`src/rtl/wrr_sched_pkg.sv`:
```
package wrr_sched_pkg;
  localparam int PRIO_W      = 4;
  localparam int MASK_W      = 8;
  localparam int STATIC_CODE = 9;
  localparam int MAX_WEIGHT  = 8;

  // Round-enable mask for a weighted code; static and invalid codes open all rounds.
  function automatic logic [MASK_W-1:0] prio_to_mask(input logic [PRIO_W-1:0] code);
    logic [MASK_W-1:0] m;
    case (code)
      4'd0:    m = 8'h00;
      4'd1:    m = 8'h01;
      4'd2:    m = 8'h11;
      4'd3:    m = 8'h49;
      4'd4:    m = 8'h55;
      4'd5:    m = 8'h57;
      4'd6:    m = 8'h77;
      4'd7:    m = 8'h7f;
      default: m = 8'hff;
    endcase
    return m;
  endfunction
endpackage

```
`src/rtl/wrr_prio_table.sv`:
```
module wrr_prio_table
  import wrr_sched_pkg::*;
#(
  parameter int NUM_Q = 8,
  parameter int IDX_W = $clog2(NUM_Q)
) (
  input  logic                          clk,
  input  logic                          rst,
  input  logic                          wr_en,
  input  logic [IDX_W-1:0]              wr_idx,
  input  logic [PRIO_W-1:0]             wr_code,
  output logic [NUM_Q-1:0][MASK_W-1:0]  mask_o,
  output logic [NUM_Q-1:0]              static_o,
  output logic                          cfg_err_o,
  output logic                          prio_err_o
);
  logic [PRIO_W-1:0] code_q [NUM_Q];
  logic [NUM_Q-1:0]  bad_code;
  logic [NUM_Q-1:0]  gap;

  for (genvar q = 0; q < NUM_Q; q++) begin : g_q
    always_ff @(posedge clk) begin
      if (rst)
        code_q[q] <= '0;
      else if (wr_en && wr_idx == IDX_W'(q))
        code_q[q] <= wr_code;
    end
    assign mask_o[q]   = prio_to_mask(code_q[q]);
    assign static_o[q] = (code_q[q] == PRIO_W'(STATIC_CODE));
    assign bad_code[q] = (code_q[q] > PRIO_W'(STATIC_CODE));
    if (q == 0) begin : g_base
      assign gap[q] = 1'b0;
    end else begin : g_rest
      assign gap[q] = static_o[q] && !static_o[q-1];
    end
  end

  always_ff @(posedge clk) begin
    if (rst) begin
      cfg_err_o  <= 1'b0;
      prio_err_o <= 1'b0;
    end else begin
      cfg_err_o  <= |gap;
      prio_err_o <= |bad_code;
    end
  end
endmodule

```
`src/rtl/wrr_select.sv`:
```
module wrr_select
  import wrr_sched_pkg::*;
#(
  parameter int NUM_Q   = 8,
  parameter int IDX_W   = $clog2(NUM_Q),
  parameter int ROUND_W = $clog2(MASK_W)
) (
  input  logic [NUM_Q-1:0]              nonempty,
  input  logic [NUM_Q-1:0]              is_static,
  input  logic [NUM_Q-1:0][MASK_W-1:0]  masks,
  input  logic [IDX_W-1:0]              ptr,
  input  logic [ROUND_W-1:0]            round,
  output logic                          st_hit,
  output logic [IDX_W-1:0]              st_idx,
  output logic                          w_hit,
  output logic [IDX_W-1:0]              w_idx
);
  always_comb begin
    st_hit = 1'b0;
    st_idx = '0;
    w_hit  = 1'b0;
    w_idx  = '0;
    for (int i = NUM_Q - 1; i >= 0; i--) begin
      if (nonempty[i] && is_static[i]) begin
        st_hit = 1'b1;
        st_idx = IDX_W'(i);
      end
      if (nonempty[i] && masks[i][round] && IDX_W'(i) >= ptr) begin
        w_hit = 1'b1;
        w_idx = IDX_W'(i);
      end
    end
  end
endmodule

```
`src/rtl/wrr_sched.sv`:
```
module wrr_sched
  import wrr_sched_pkg::*;
#(
  parameter int NUM_Q = 8,
  localparam int IDX_W = $clog2(NUM_Q)
) (
  input  logic              clk,
  input  logic              rst,
  input  logic              cfg_we,
  input  logic [IDX_W-1:0]  cfg_qidx,
  input  logic [PRIO_W-1:0] cfg_prio,
  input  logic [NUM_Q-1:0]  q_nonempty,
  input  logic              grant_accept,
  output logic              grant_valid,
  output logic [IDX_W-1:0]  grant_qid,
  output logic              cfg_err,
  output logic              prio_err
);
  localparam int ROUND_W = $clog2(MASK_W);
  localparam logic [IDX_W-1:0] LAST_Q = IDX_W'(NUM_Q - 1);

  logic [NUM_Q-1:0][MASK_W-1:0] mask_vec;
  logic [NUM_Q-1:0]             static_vec;
  logic [IDX_W-1:0]             ptr_q;
  logic [ROUND_W-1:0]           round_q;
  logic                         gstat_q;
  logic                         st_hit, w_hit;
  logic [IDX_W-1:0]             st_idx, w_idx;

  wrr_prio_table #(.NUM_Q(NUM_Q), .IDX_W(IDX_W)) u_table (
    .clk       (clk),
    .rst       (rst),
    .wr_en     (cfg_we),
    .wr_idx    (cfg_qidx),
    .wr_code   (cfg_prio),
    .mask_o    (mask_vec),
    .static_o  (static_vec),
    .cfg_err_o (cfg_err),
    .prio_err_o(prio_err)
  );

  wrr_select #(.NUM_Q(NUM_Q), .IDX_W(IDX_W), .ROUND_W(ROUND_W)) u_select (
    .nonempty (q_nonempty),
    .is_static(static_vec),
    .masks    (mask_vec),
    .ptr      (ptr_q),
    .round    (round_q),
    .st_hit   (st_hit),
    .st_idx   (st_idx),
    .w_hit    (w_hit),
    .w_idx    (w_idx)
  );

  always_ff @(posedge clk) begin
    if (rst) begin
      grant_valid <= 1'b0;
      grant_qid   <= '0;
      gstat_q     <= 1'b0;
      ptr_q       <= '0;
      round_q     <= '0;
    end else if (grant_valid) begin
      if (grant_accept) begin
        grant_valid <= 1'b0;
        if (!gstat_q) begin
          if (grant_qid == LAST_Q) begin
            ptr_q   <= '0;
            round_q <= round_q + 1'b1;
          end else begin
            ptr_q <= grant_qid + 1'b1;
          end
        end
      end
    end else if (st_hit) begin
      grant_valid <= 1'b1;
      grant_qid   <= st_idx;
      gstat_q     <= 1'b1;
    end else if (w_hit) begin
      grant_valid <= 1'b1;
      grant_qid   <= w_idx;
      gstat_q     <= 1'b0;
    end else if (|q_nonempty) begin
      ptr_q   <= '0;
      round_q <= round_q + 1'b1;
    end
  end
endmodule

```
`config.mk`:
```
export PLATFORM = sky130hd
export DESIGN_NAME = wrr_sched
export DESIGN_NICKNAME = d
export VERILOG_FILES = /design/src/rtl/wrr_sched_pkg.sv /design/src/rtl/wrr_prio_table.sv /design/src/rtl/wrr_select.sv /design/src/rtl/wrr_sched.sv
export SDC_FILE = /design/constraint.sdc
export NUM_CORES = 1
export LEC_CHECK = 0
export ABC_AREA = 1
export BUFFER_PORTS_ARGS = -buffer_cell sky130_fd_sc_hd__buf_2
export CORE_MARGIN = 2
export CORE_UTILIZATION = 45
export CTS_BUF_LIST = sky130_fd_sc_hd__clkbuf_4
export CTS_CLUSTER_SIZE = 25
export DETAILED_ROUTE_END_ITERATION = 8
export GPL_ROUTABILITY_DRIVEN = 0
export PLACE_DENSITY = 0.6
export SLEW_MARGIN = 20
export SYNTH_ARGS = -nofsm -noshare
export SYNTH_HDL_FRONTEND = slang
export SYNTH_SLANG_ARGS = --single-unit
```
`constraint.sdc`:
```
create_clock -name clk -period 2.54 [get_ports clk]
set_clock_uncertainty 0.1 [all_clocks]
set_input_delay 0.381 -clock clk [delete_from_list [all_inputs] [get_ports clk]]
set_output_delay 0.381 -clock clk [all_outputs]
set_load 0.02 [all_outputs]
```
* Word-level counts from Yosys, hierarchy flattened
Memory sizes are Yosys's and may differ from the RTL's.
Cells that the tools add are included.
** Storage, ports and cells
- Register bits after elaboration :: 13
- Memory bits (writable) :: 32
- Memories kept :: 9
- ROM bits :: 448
** Memory list
- (name not given) :: depth 8, width 7, read ports 1, clocked after Yosys merged registers in 0, wr ports 0, line wrr_sched_pkg.sv:10 : case (code)
- (name not given) :: depth 8, width 7, read ports 1, clocked after Yosys merged registers in 0, wr ports 0, line wrr_sched_pkg.sv:10
- (name not given) :: depth 8, width 7, read ports 1, clocked after Yosys merged registers in 0, wr ports 0, line wrr_sched_pkg.sv:10
- (name not given) :: depth 8, width 7, read ports 1, clocked after Yosys merged registers in 0, wr ports 0, line wrr_sched_pkg.sv:10
- (name not given) :: depth 8, width 7, read ports 1, clocked after Yosys merged registers in 0, wr ports 0, line wrr_sched_pkg.sv:10
- (name not given) :: depth 8, width 7, read ports 1, clocked after Yosys merged registers in 0, wr ports 0, line wrr_sched_pkg.sv:10
- +3 memories
** Operators by class
- Add/subtract/negate cells :: 2
- $lt $le $gt $ge :: 17
- Bitwise logic cells :: 9
- Reduce and logical (&&, ||, !) cells :: 55
- Equality and inequality tests :: 21
- Muxes and demuxes :: 112
** Operator list (count)
- 2-to-1 mux 3 bit :: 32
- 2-to-1 mux 8 bit :: 8
- 2-to-1 mux 1 bit :: 56
- logical AND 1 bit :: 39
- == test 4 bit (second input constant) :: 8
- > comparator 4 bit (second input constant) :: 8
- 2-to-1 mux 4 bit :: 8
- binary-select mux 1 bit (select 3 bit) :: 8
- OR reduction 8 bit :: 2
- == test 3 bit (second input constant) :: 5
- >= comparator 3 bit (first input constant) :: 4
- != test 2 bit (second input constant) :: 4
- OR 1 bit :: 8
- zero test 1 bit :: 7
- OR reduction 7 bit :: 1
- adder 3 x 1 -> 3 bit (second input constant) :: 2
- == test 3 x 2 -> 1 bit (second input constant) :: 2
- >= comparator 1 x 3 -> 1 bit (first input constant) :: 2
- >= comparator 2 x 3 -> 1 bit (first input constant) :: 2
- AND reduction 6 bit :: 1
- AND reduction 5 bit :: 1
- less-than comparator 3 x 4 -> 1 bit (second input constant) :: 1
- nonzero test 2 bit :: 2
- == test 3 x 1 -> 1 bit (second input constant) :: 1
- other kinds (4) :: 4

* Logic depth before layout (Yosys ltp)
Gate-level depths: netlist of the first run.
An unclocked memory read counts as a cell.
- Depth after elaboration :: 18
- Depth in mapped cells :: 17

* By module
A second synthesis of the first run with hierarchy kept.
** Unflattened totals
- Cell total of the unflattened synthesis :: 567
- Area, all modules :: 3634.7 µm²
** Modules (own cells, without submodules)
- wrr_prio_table :: area each 2105.8 µm², cells an instance 277, times used 1, seq. area each 1001.0 µm²
- wrr_select :: area each 837.1 µm², cells an instance 187, times used 1, seq. area each 0.0 µm²
- wrr_sched :: area each 691.9 µm², cells an instance 103, times used 1, seq. area each 220.2 µm²

* Least setup slack after synthesis of the first run
No wires, ideal clock.
- Path kind :: register -> register
- Start :: register round_q[1]
- End :: register grant_qid[2]
- Cell stages (with the launch flop) :: 17
- Path slack :: 0.850 ns
- Arrival :: 1.475 ns
- Setup time :: 0.116 ns
- Cell sequence :: dfxtp_1 buf_6 buf_6 nand2_1 inv_1 nand3_1 nand2_1 nand2_1 nand2_1 nand2_2 nand2_2 nor2_4 nand2_4 nand2_8 nand2_2 o21ai_0 nor2_1
** On the way
- Longest elaborated chain between the ends :: 14
- Elaborated cells on any way between the ends :: 52
** RTL lines
- start: declaration :: line wrr_sched.sv:25 : logic [ROUND_W-1:0] round_q;
- start signal: assignment :: line wrr_sched.sv:67 : round_q <= round_q + 1'b1;
- start signal: assignment :: line wrr_sched.sv:83 : round_q <= round_q + 1'b1;
- binary-select mux 1 bit (select 3 bit) :: line wrr_select.sv:28 : if (nonempty[i] && masks[i][round] && IDX_W'(i) >= ptr) begin
- 2-to-1 mux 1 bit (not written as such) :: line wrr_select.sv:28
- logical AND 1 bit (2 in a row) :: line wrr_select.sv:28
- 2-to-1 mux 3 bit / 2-to-1 mux 1 bit (equally long branches) (8 in a row) :: line wrr_select.sv:28
- 2-to-1 mux 3 bit / nonzero test 2 bit (equally long branches)
- 2-to-1 mux 3 bit / AND reduction 2 bit (equally long branches)
- end signal: assignment :: line wrr_sched.sv:75 : grant_qid <= st_idx;
- end signal: assignment :: line wrr_sched.sv:79 : grant_qid <= w_idx;
- end: declaration :: line wrr_sched.sv:15 : output logic [IDX_W-1:0] grant_qid,
Several ways; a longest one is shown, not always the timed one. The select of a mux whose other input is x is not followed.
A chain may end at the register's enable or synchronous reset.

* Final worst setup path of the first run
- Start :: register round_q[0]
- End :: register round_q[1]
** On the way
- Longest elaborated chain between the ends :: 14
- Elaborated cells on any way between the ends :: 50
** RTL lines (line)
- binary-select mux 1 bit (select 3 bit) :: wrr_select.sv:28
- 2-to-1 mux 1 bit (not written as such) :: wrr_select.sv:28
- logical AND 1 bit (2 in a row) :: wrr_select.sv:28
- 2-to-1 mux 1 bit (8 in a row) :: wrr_select.sv:28
- != test 2 bit (no line)
- AND reduction 6 bit (no line)
Several ways; a longest one is shown, not always the timed one. The select of a mux whose other input is x is not followed.

==> results of run 1 <==
==> where the power goes <==
part | switching, W | leakage (nW) | internal, W | total [W]
Sequential | 0.0000668 | 0.417 | 0.000846 | 0.000913
Combinational | 0.000304 | 1.21 | 0.000158 | 0.000463
Clock | 0.000244 | 0.0279 | 0.000119 | 0.000364
==> final timing paths <==
kind	startpoint	to	slack [ps]	cells after the start
max reg2reg	round_q[0]$_SDFFE_PP0P_	round_q[1]$_SDFFE_PP0P_	420	15
min	grant_accept	grant_valid$_SDFF_PP0_	230	4
max	round_q[0]$_SDFFE_PP0P_	round_q[1]$_SDFFE_PP0P_	420	15
min reg2reg	gstat_q$_SDFFE_PP0P_	gstat_q$_SDFFE_PP0P_	380	2
==> critical path: stages, from the launching register on <==
cell and delay, ps:
sky130_fd_sc_hd__dfxtp_1 430, sky130_fd_sc_hd__inv_2 250, sky130_fd_sc_hd__nand2_2 180, sky130_fd_sc_hd__nand3b_1 120
sky130_fd_sc_hd__nand2_1 50, sky130_fd_sc_hd__nand2_1 50, sky130_fd_sc_hd__nand2_1 110, sky130_fd_sc_hd__nand2_2 110
sky130_fd_sc_hd__nand2_2 70, sky130_fd_sc_hd__nor2_4 110, sky130_fd_sc_hd__nand2_4 80, sky130_fd_sc_hd__nand2_8 90
sky130_fd_sc_hd__nand3_4 90, sky130_fd_sc_hd__nand2_1 90, sky130_fd_sc_hd__nand2_1 50, sky130_fd_sc_hd__nor2_1 80
==> registers in the layout, summed over array words and instances, names as in the netlist <==
signal	count
gstat_q	1
u_table.code_q	32
u_table.prio_err_o	1
grant_qid	3
round_q	3
ptr_q	3
u_table.cfg_err_o	1
grant_valid	1
==> cell usage after synthesis <==
| cell type | number | area share (%) |
|---|---|---|
| sky130_fd_sc_hd__nand3_1 | 31 | 5.2 |
| sky130_fd_sc_hd__a211oi_1 | 2 | 0.50 |
| sky130_fd_sc_hd__nor2_2 | 2 | 0.42 |
| sky130_fd_sc_hd__a221oi_1 | 1 | 0.29 |
| sky130_fd_sc_hd__o21ai_0 | 14 | 2.3 |
| sky130_fd_sc_hd__nor2_1 | 73 | 9.2 |
| sky130_fd_sc_hd__buf_2 | 1 | 0.17 |
| sky130_fd_sc_hd__nor2_4 | 2 | 0.75 |
| sky130_fd_sc_hd__dfxtp_1 | 13 | 8.7 |
| sky130_fd_sc_hd__buf_6 | 3 | 1.1 |
| sky130_fd_sc_hd__nand2_2 | 15 | 3.1 |
| sky130_fd_sc_hd__nand2_1 | 121 | 15 |
| sky130_fd_sc_hd__nor3_1 | 3 | 0.50 |
| sky130_fd_sc_hd__a21oi_1 | 20 | 3.3 |
| sky130_fd_sc_hd__nand2_8 | 1 | 0.67 |
| sky130_fd_sc_hd__o21ai_1 | 1 | 0.17 |
| sky130_fd_sc_hd__clkbuf_1 | 2 | 0.25 |
| sky130_fd_sc_hd__nand3_2 | 1 | 0.33 |
| sky130_fd_sc_hd__nand3b_1 | 5 | 1.3 |
| sky130_fd_sc_hd__xor2_1 | 1 | 0.29 |
| sky130_fd_sc_hd__o2111a_1 | 1 | 0.38 |
| sky130_fd_sc_hd__inv_1 | 63 | 7.9 |
| sky130_fd_sc_hd__inv_2 | 2 | 0.25 |
| sky130_fd_sc_hd__a41oi_1 | 1 | 0.29 |
| sky130_fd_sc_hd__nand4_1 | 10 | 2.1 |
| sky130_fd_sc_hd__edfxtp_1 | 32 | 32 |
| sky130_fd_sc_hd__nand3_4 | 1 | 0.59 |
| sky130_fd_sc_hd__ha_1 | 3 | 1.3 |
| sky130_fd_sc_hd__nor4_1 | 1 | 0.21 |
| sky130_fd_sc_hd__nand2_4 | 3 | 1.1 |
==> routing by layer <==
layer / routed length (um) / GRT usage [%] / vias up
met5: 0 / 0 / -
met4: 106 / 6.20 / 0
met3: 449 / 3.75 / 12
met2: 3270 / 34.6 / 78
met1: 3620 / 30.3 / 1230
li1: - / - / 1427
==> cell families (layout without fill, tap and decap cells) <==
| group | Yosys count | count (layout) | share of synthesized area [%] |
|---|---|---|---|
| simple gates | 269 | 269 | 40.6 |
| buf+inv | 71 | 100 | 9.70 |
| flops | 45 | 45 | 40.8 |
| compound gates | 40 | 40 | 7.32 |
| fa+ha+maj | 3 | 3 | 1.25 |
| xor+xnor | 1 | 1 | 0.293 |
==> per-stage QoR <==
stage | util (%) | total power [W] | area (um2)
after floorplan | - | 0.00127 | 2990
after global placement | 49.9 | 0.00139 | 3180
after detailed placement | 49.9 | 0.00139 | 3180
after CTS | 50.8 | 0.00174 | 3240
after global routing | 50.8 | 0.00184 | 3240
final | 50.8 | 0.00174 | 3240
==> area by class of cell <==
| class | count | area (um2) |
|---|---|---|
| fill | 652 | 3140 |
| multi-input combinational | 313 | 1480 |
| sequential | 45 | 1220 |
| inverter | 65 | 244 |
| timing repair buffer | 27 | 143 |
| tap | 77 | 96.3 |
| clock buffer | 6 | 45.0 |
| clock inverter | 2 | 15.0 |
==> out/results.md, run 1 <==
• final setup violation count: 0
• Max Clk Rate: 0.472 GHz
• number of sinks on the clock net: 45
• Worst EP arrival: 2320 ps
• fraction of final layout cells with drive strength greater than 1: 13.5%
• cell count after synthesis: 429
• CTS H-tree lvls: 2
• final critical-path required period: 2120 ps
• number of cells in the finished layout apart from fillers: 535
• # diodes: 0
• post-synth design cell area: 2990 um2
• largest fanout on the critical path: 10
• boundary pin count: 25
• overall routed net length: 7440 um
• slew margin rel.: 52.3%
• YS warnings: 0
• total clock buffers created by CTS: 5
• post-CTS repair timing setup buffer count: 0
• drt via density: 5.13
• number of storage elements in the synthesis netlist: 45
• first-pass GRT wire length: 12300 um
• class of the tightest hold or removal check: in -> reg
• overall die area: 7320 um2
• CTS tree: yes
• leakage power total: 1.65 nW
• result of the run: finished clean
• remaining global-route overflow: 0
• worst slack at placement: 464 ps
• final number of max-transition violations: 0
• HPWL after DPL: 5940 um
• commonest non-fill, non-tap cell in the layout: sky130_fd_sc_hd__nand2_1
• die outline height: 85.5 um
• Final Hold Fails: 0
• post_cts resized: 0
• area of the placeable core: 6390 um2
• initial antenna violation count: 0
• unrepaired setup endpoints after global routing: false
• Critical Path End Type: flip-flop
• number of design rule violations left after detail routing: 0
• largest buffer count on any clock path: 2
• die width: 85.5 um
• power density of the placed cells: 536 nW/um2
• # Max-Cap Violations: 0
• vias after detailed routing: 2747
• number of violations reported at the end of detailed-routing iteration 0: 172
• number of cell rows: 29
• GR Util All Layers: 21.7%
• remaining antenna violation count after routing: 0
• number of library cell types mapped by synthesis: 30
• maximum number of pins on one net before global-route repair: 16
• Cells after DPL: 527
• routed wire length per instance: 13.9 um
• worst setup slack after layout: 423 ps
• Syn-to-layout area delta: 8.45%
• clk slew on worst S/H paths: 140 ps
• number of nets in the final layout: 479
• first-pass iteration count of the detailed router: 5
• later-pin clock latency in the skew report: 350 ps
• actual slew at the worst max-slew pin: 708 ps
• vias in the first global route: 2521
• share of the clock period used by the worst path: 83.4%
• worst IR drop on VDD: 233 uV
• smallest hold slack: 233 ps
• port buffer count: 24
• class of the most critical setup path: reg -> reg
• effective utilization at floorplan: 46.8%
• synthesized area per cell: 6.97 um2
• CTS Root Buffer Type: sky130_fd_sc_hd__clkbuf_4
• count of hold buffers inserted by post-cts repair: 0
• required time at the endpoint of the critical path: 2750 ps
• number of nets in the synthesized netlist: 451
• launching element type of the critical path: flip-flop
• commonest non-fill, non-tap cells in the layout: sky130_fd_sc_hd__nand2_1, sky130_fd_sc_hd__nor2_1, sky130_fd_sc_hd__inv_1
• post-route setup TNS: 0 ps
• sequential share of the synthesized area: 40.8%
Power figures use the tool's default switching activity.
==> run 2, diff against run 1 <==
Settings changed: PLACE_DENSITY 0.6 to 0.62.
Clock period 2.54 ns to 1.85 ns, I/O delays scaled along.
==> run 2 against run 1 <==
Net effect: the flow now finishes with violations (negative setup slack); die area stayed put; sequential share of layout area decreased by 3.9 points; first-iteration DRC count grew 39%; sequential cell count is the same; non-clock buffer count increased by 37; setup slack got worse by 450 ps; design area grew 12%; global-route usage is 0.66 points higher; clock power up 37%; largest power group unchanged.
==> out/results.md, run 2 (synthesized netlist as in run 1, its figures left out) <==
• overall die area: 7320 um2, unchanged
• GR Util All Layers: 22.3%, +0.66 points
• first-pass iteration count of the detailed router: 4, -1
• boundary pin count: 25, unchanged
• total design power: 0.00253 W, +46%
• largest fanout on the critical path: 5, -5
• unrepaired setup endpoints after global routing: true
• register containing the most flip-flops in the final layout: u_table.code_q
• # diodes: 0, unchanged
• vias in the first global route: 2731, +8.3%
• vias after detailed routing: 2922, +6.4%
• Worst R2R Path Depth: 14, -1
• Critical Path End Type: flip-flop
• routed wire length per instance: 13.7 um, -1.7%
• first-pass GRT wire length: 12700 um, +3.1%
• CTS H-tree lvls: 2, unchanged
• area of the placeable core: 6390 um2, unchanged
• HPWL after DPL: 6190 um, +4.3%
• result of the run: complete, but fails checks
• final number of max-transition violations: 0, unchanged
• die width: 85.5 um, unchanged
• Syn-to-layout area delta: 22.0%
• class of the tightest hold or removal check: in -> reg
• # Max-Cap Violations: 0, unchanged
• CTS tree: yes
• flop-to-flop setup slack: -30 ps, -450 ps
• number of design rule violations left after detail routing: 0, unchanged
• number of cell rows: 29, unchanged
• fraction of final layout cells with drive strength greater than 1: 25.4%, +12 points
• number of sinks on the clock net: 45, unchanged
• required time at the endpoint of the critical path: 2050 ps, -700 ps
• largest buffer count on any clock path: 2, unchanged
• power density of the placed cells: 695 nW/um2, +30%
• Max Clk Rate: 0.533 GHz, +13%
• worst setup slack after layout: -25.8 ps, -449 ps
• overall routed net length: 7830 um, +5.3%
• Cells after DPL: 554, +5.1%
• flip-flop count of the largest register, all copies and words added: 32, unchanged
• die outline height: 85.5 um, unchanged
• total clock buffers created by CTS: 5, unchanged
• number of nets in the final layout: 517, +7.9%
• port buffer count: 24, unchanged
• clk slew on worst S/H paths: 150 ps, about the same
• actual slew at the worst max-slew pin: 392 ps, -316 ps
• hold path startpoint: grant_accept
• slew margin rel.: 73.8%, +21 points
• Hold Path Stages: 4, unchanged
• Final Instance Area: 3650 um2, +12%
• maximum number of pins on one net before global-route repair: 16, unchanged
• Worst EP arrival: 2070 ps, -250 ps
• RR Endpoint: round_q[1]$_SDFFE_PP0P_
• remaining global-route overflow: 0, unchanged
• number of cells in the finished layout apart from fillers: 573, +7.1%
• Final Hold Fails: 0, unchanged
• worst IR drop on VDD: 380 uV, +63%
• commonest non-fill, non-tap cells in the layout: sky130_fd_sc_hd__nand2_1, sky130_fd_sc_hd__nor2_1, sky130_fd_sc_hd__inv_1
• capture endpoint of the worst hold path: grant_valid$_SDFF_PP0_
• remaining antenna violation count after routing: 0, unchanged
• class of the most critical setup path: reg -> reg
• smallest hold slack: 96.1 ps, -137 ps
• post-route setup TNS: -37.0 ps, -37.0 ps
• drt via density: 5.10, -0.68%
• Filler Cells Inserted: 632, -3.1%
• CTS Root Buffer Type: sky130_fd_sc_hd__clkbuf_4
• number of violations reported at the end of detailed-routing iteration 0: 239, +39%
• count of hold buffers inserted by post-cts repair: 0, unchanged
• final setup violation count: 2, +2
• commonest non-fill, non-tap cell in the layout: sky130_fd_sc_hd__nand2_1
• failing checks: negative setup slack
• effective utilization at floorplan: 46.8%, unchanged
• share of the clock period used by the worst path: 101%, +18 points
• final critical-path required period: 1880 ps, -241 ps
• standard cell area after detailed placement: 3400 um2, +6.8%
• leakage power total: 1.87 nW, +13%
• launching point of the worst reg2reg path: u_table.code_q[1][2]$_SDFFCE_PN0P_
• initial antenna violation count: 0, unchanged
• later-pin clock latency in the skew report: 380 ps, +30 ps
• launching element type of the critical path: flip-flop
==> run 2: changes by cell type in the layout (fill, tap and decap cells not counted), moves of 3 or more <==
cell,previous run,this run
sky130_fd_sc_hd__nand2_4,3,8
sky130_fd_sc_hd__dfxtp_1,13,10
sky130_fd_sc_hd__nor2_2,2,5
sky130_fd_sc_hd__nor2_1,73,68
sky130_fd_sc_hd__buf_4,3,36
sky130_fd_sc_hd__nand2_1,121,112
sky130_fd_sc_hd__nand2_2,15,20
sky130_fd_sc_hd__inv_1,63,57
sky130_fd_sc_hd__inv_2,2,6
sky130_fd_sc_hd__buf_6,0,3
==> run 2: worst max path at each step <==
stage          slack, ps                               start                        end
3_3_place_gp          -1             round_q[1]$_SDFFE_PP0P_  grant_qid[1]$_SDFFE_PP0P_
4_1_cts               -5  u_table.code_q[0][5]$_SDFFCE_PN0P_    round_q[1]$_SDFFE_PP0P_
2_1_floorplan        160             round_q[1]$_SDFFE_PP0P_  grant_qid[2]$_SDFFE_PP0P_
6_report             -30  u_table.code_q[1][2]$_SDFFCE_PN0P_    round_q[1]$_SDFFE_PP0P_
3_5_place_dp         -50             round_q[0]$_SDFFE_PP0P_  grant_qid[2]$_SDFFE_PP0P_
5_1_grt             -190  u_table.code_q[0][4]$_SDFFCE_PN0P_    round_q[1]$_SDFFE_PP0P_
==> run 2: per-layer routing <==
metal | wire, um | GRT usage (%) | share of wire, % | vias to the layer above
met5 | 0 | 0 | 0 | -
met4 | 120 | 5.77 | 1.5 | 0
met3 | 498 | 4.91 | 6.4 | 11
met2 | 3670 | 37.2 | 47 | 75
met1 | 3540 | 29.5 | 45 | 1327
li1 | - | - | - | 1509
==> run 2: report_power, final <==
part / switching (W) / internal (W)
Combinational: 0.000476 / 0.000316
Sequential: 0.0000798 / 0.00116
Clock: 0.000348 / 0.000151
Total: 0.000904 / 0.00163
==> run 2: metrics by stage <==
| stage | setup slack [ps] | util [%] |
|---|---|---|
| after detailed placement | -47.6 | 53.2 |
| after global routing | -185 | 57.1 |
| after CTS | -5.24 | 54.9 |
| final | -25.8 | 57.1 |
| after floorplan | 160 | - |
| after global placement | -1.18 | 53.2 |
==> run 2: layout make-up <==
class | instances | area, um2 | share of cell area, %
Multi-Input combinational cell | 314 | 1570 | 43.0
Tap cell | 77 | 96.3 | 2.64
Timing Repair Buffer | 64 | 444 | 12.2
Inverter | 65 | 249 | 6.82
Clock buffer | 5 | 37.5 | 1.03
Sequential cell | 45 | 1230 | 33.7
Clock inverter | 3 | 22.5 | 0.617
==> run 2: what timing repair did <==
item,CTS,global route
resized for setup,6,34
endpoints found under the setup margin,8,11
cloned,0,1
buffers inserted,4,6
pin swaps,0,18
==> run 2: critical path, cell delays in order, from the launching register on <==
cell and delay [ps]:
sky130_fd_sc_hd__edfxtp_1 450, sky130_fd_sc_hd__buf_6 150, sky130_fd_sc_hd__a21oi_1 140, sky130_fd_sc_hd__nand2_1 60
sky130_fd_sc_hd__inv_1 50, sky130_fd_sc_hd__nand2_1 60, sky130_fd_sc_hd__nand2_2 100, sky130_fd_sc_hd__nand2_4 70
sky130_fd_sc_hd__nor2_4 130, sky130_fd_sc_hd__nand2_4 90, sky130_fd_sc_hd__nand2_8 90, sky130_fd_sc_hd__nand3_4 90
sky130_fd_sc_hd__nand2_2 80, sky130_fd_sc_hd__nand2_1 50, sky130_fd_sc_hd__nor2_1 100
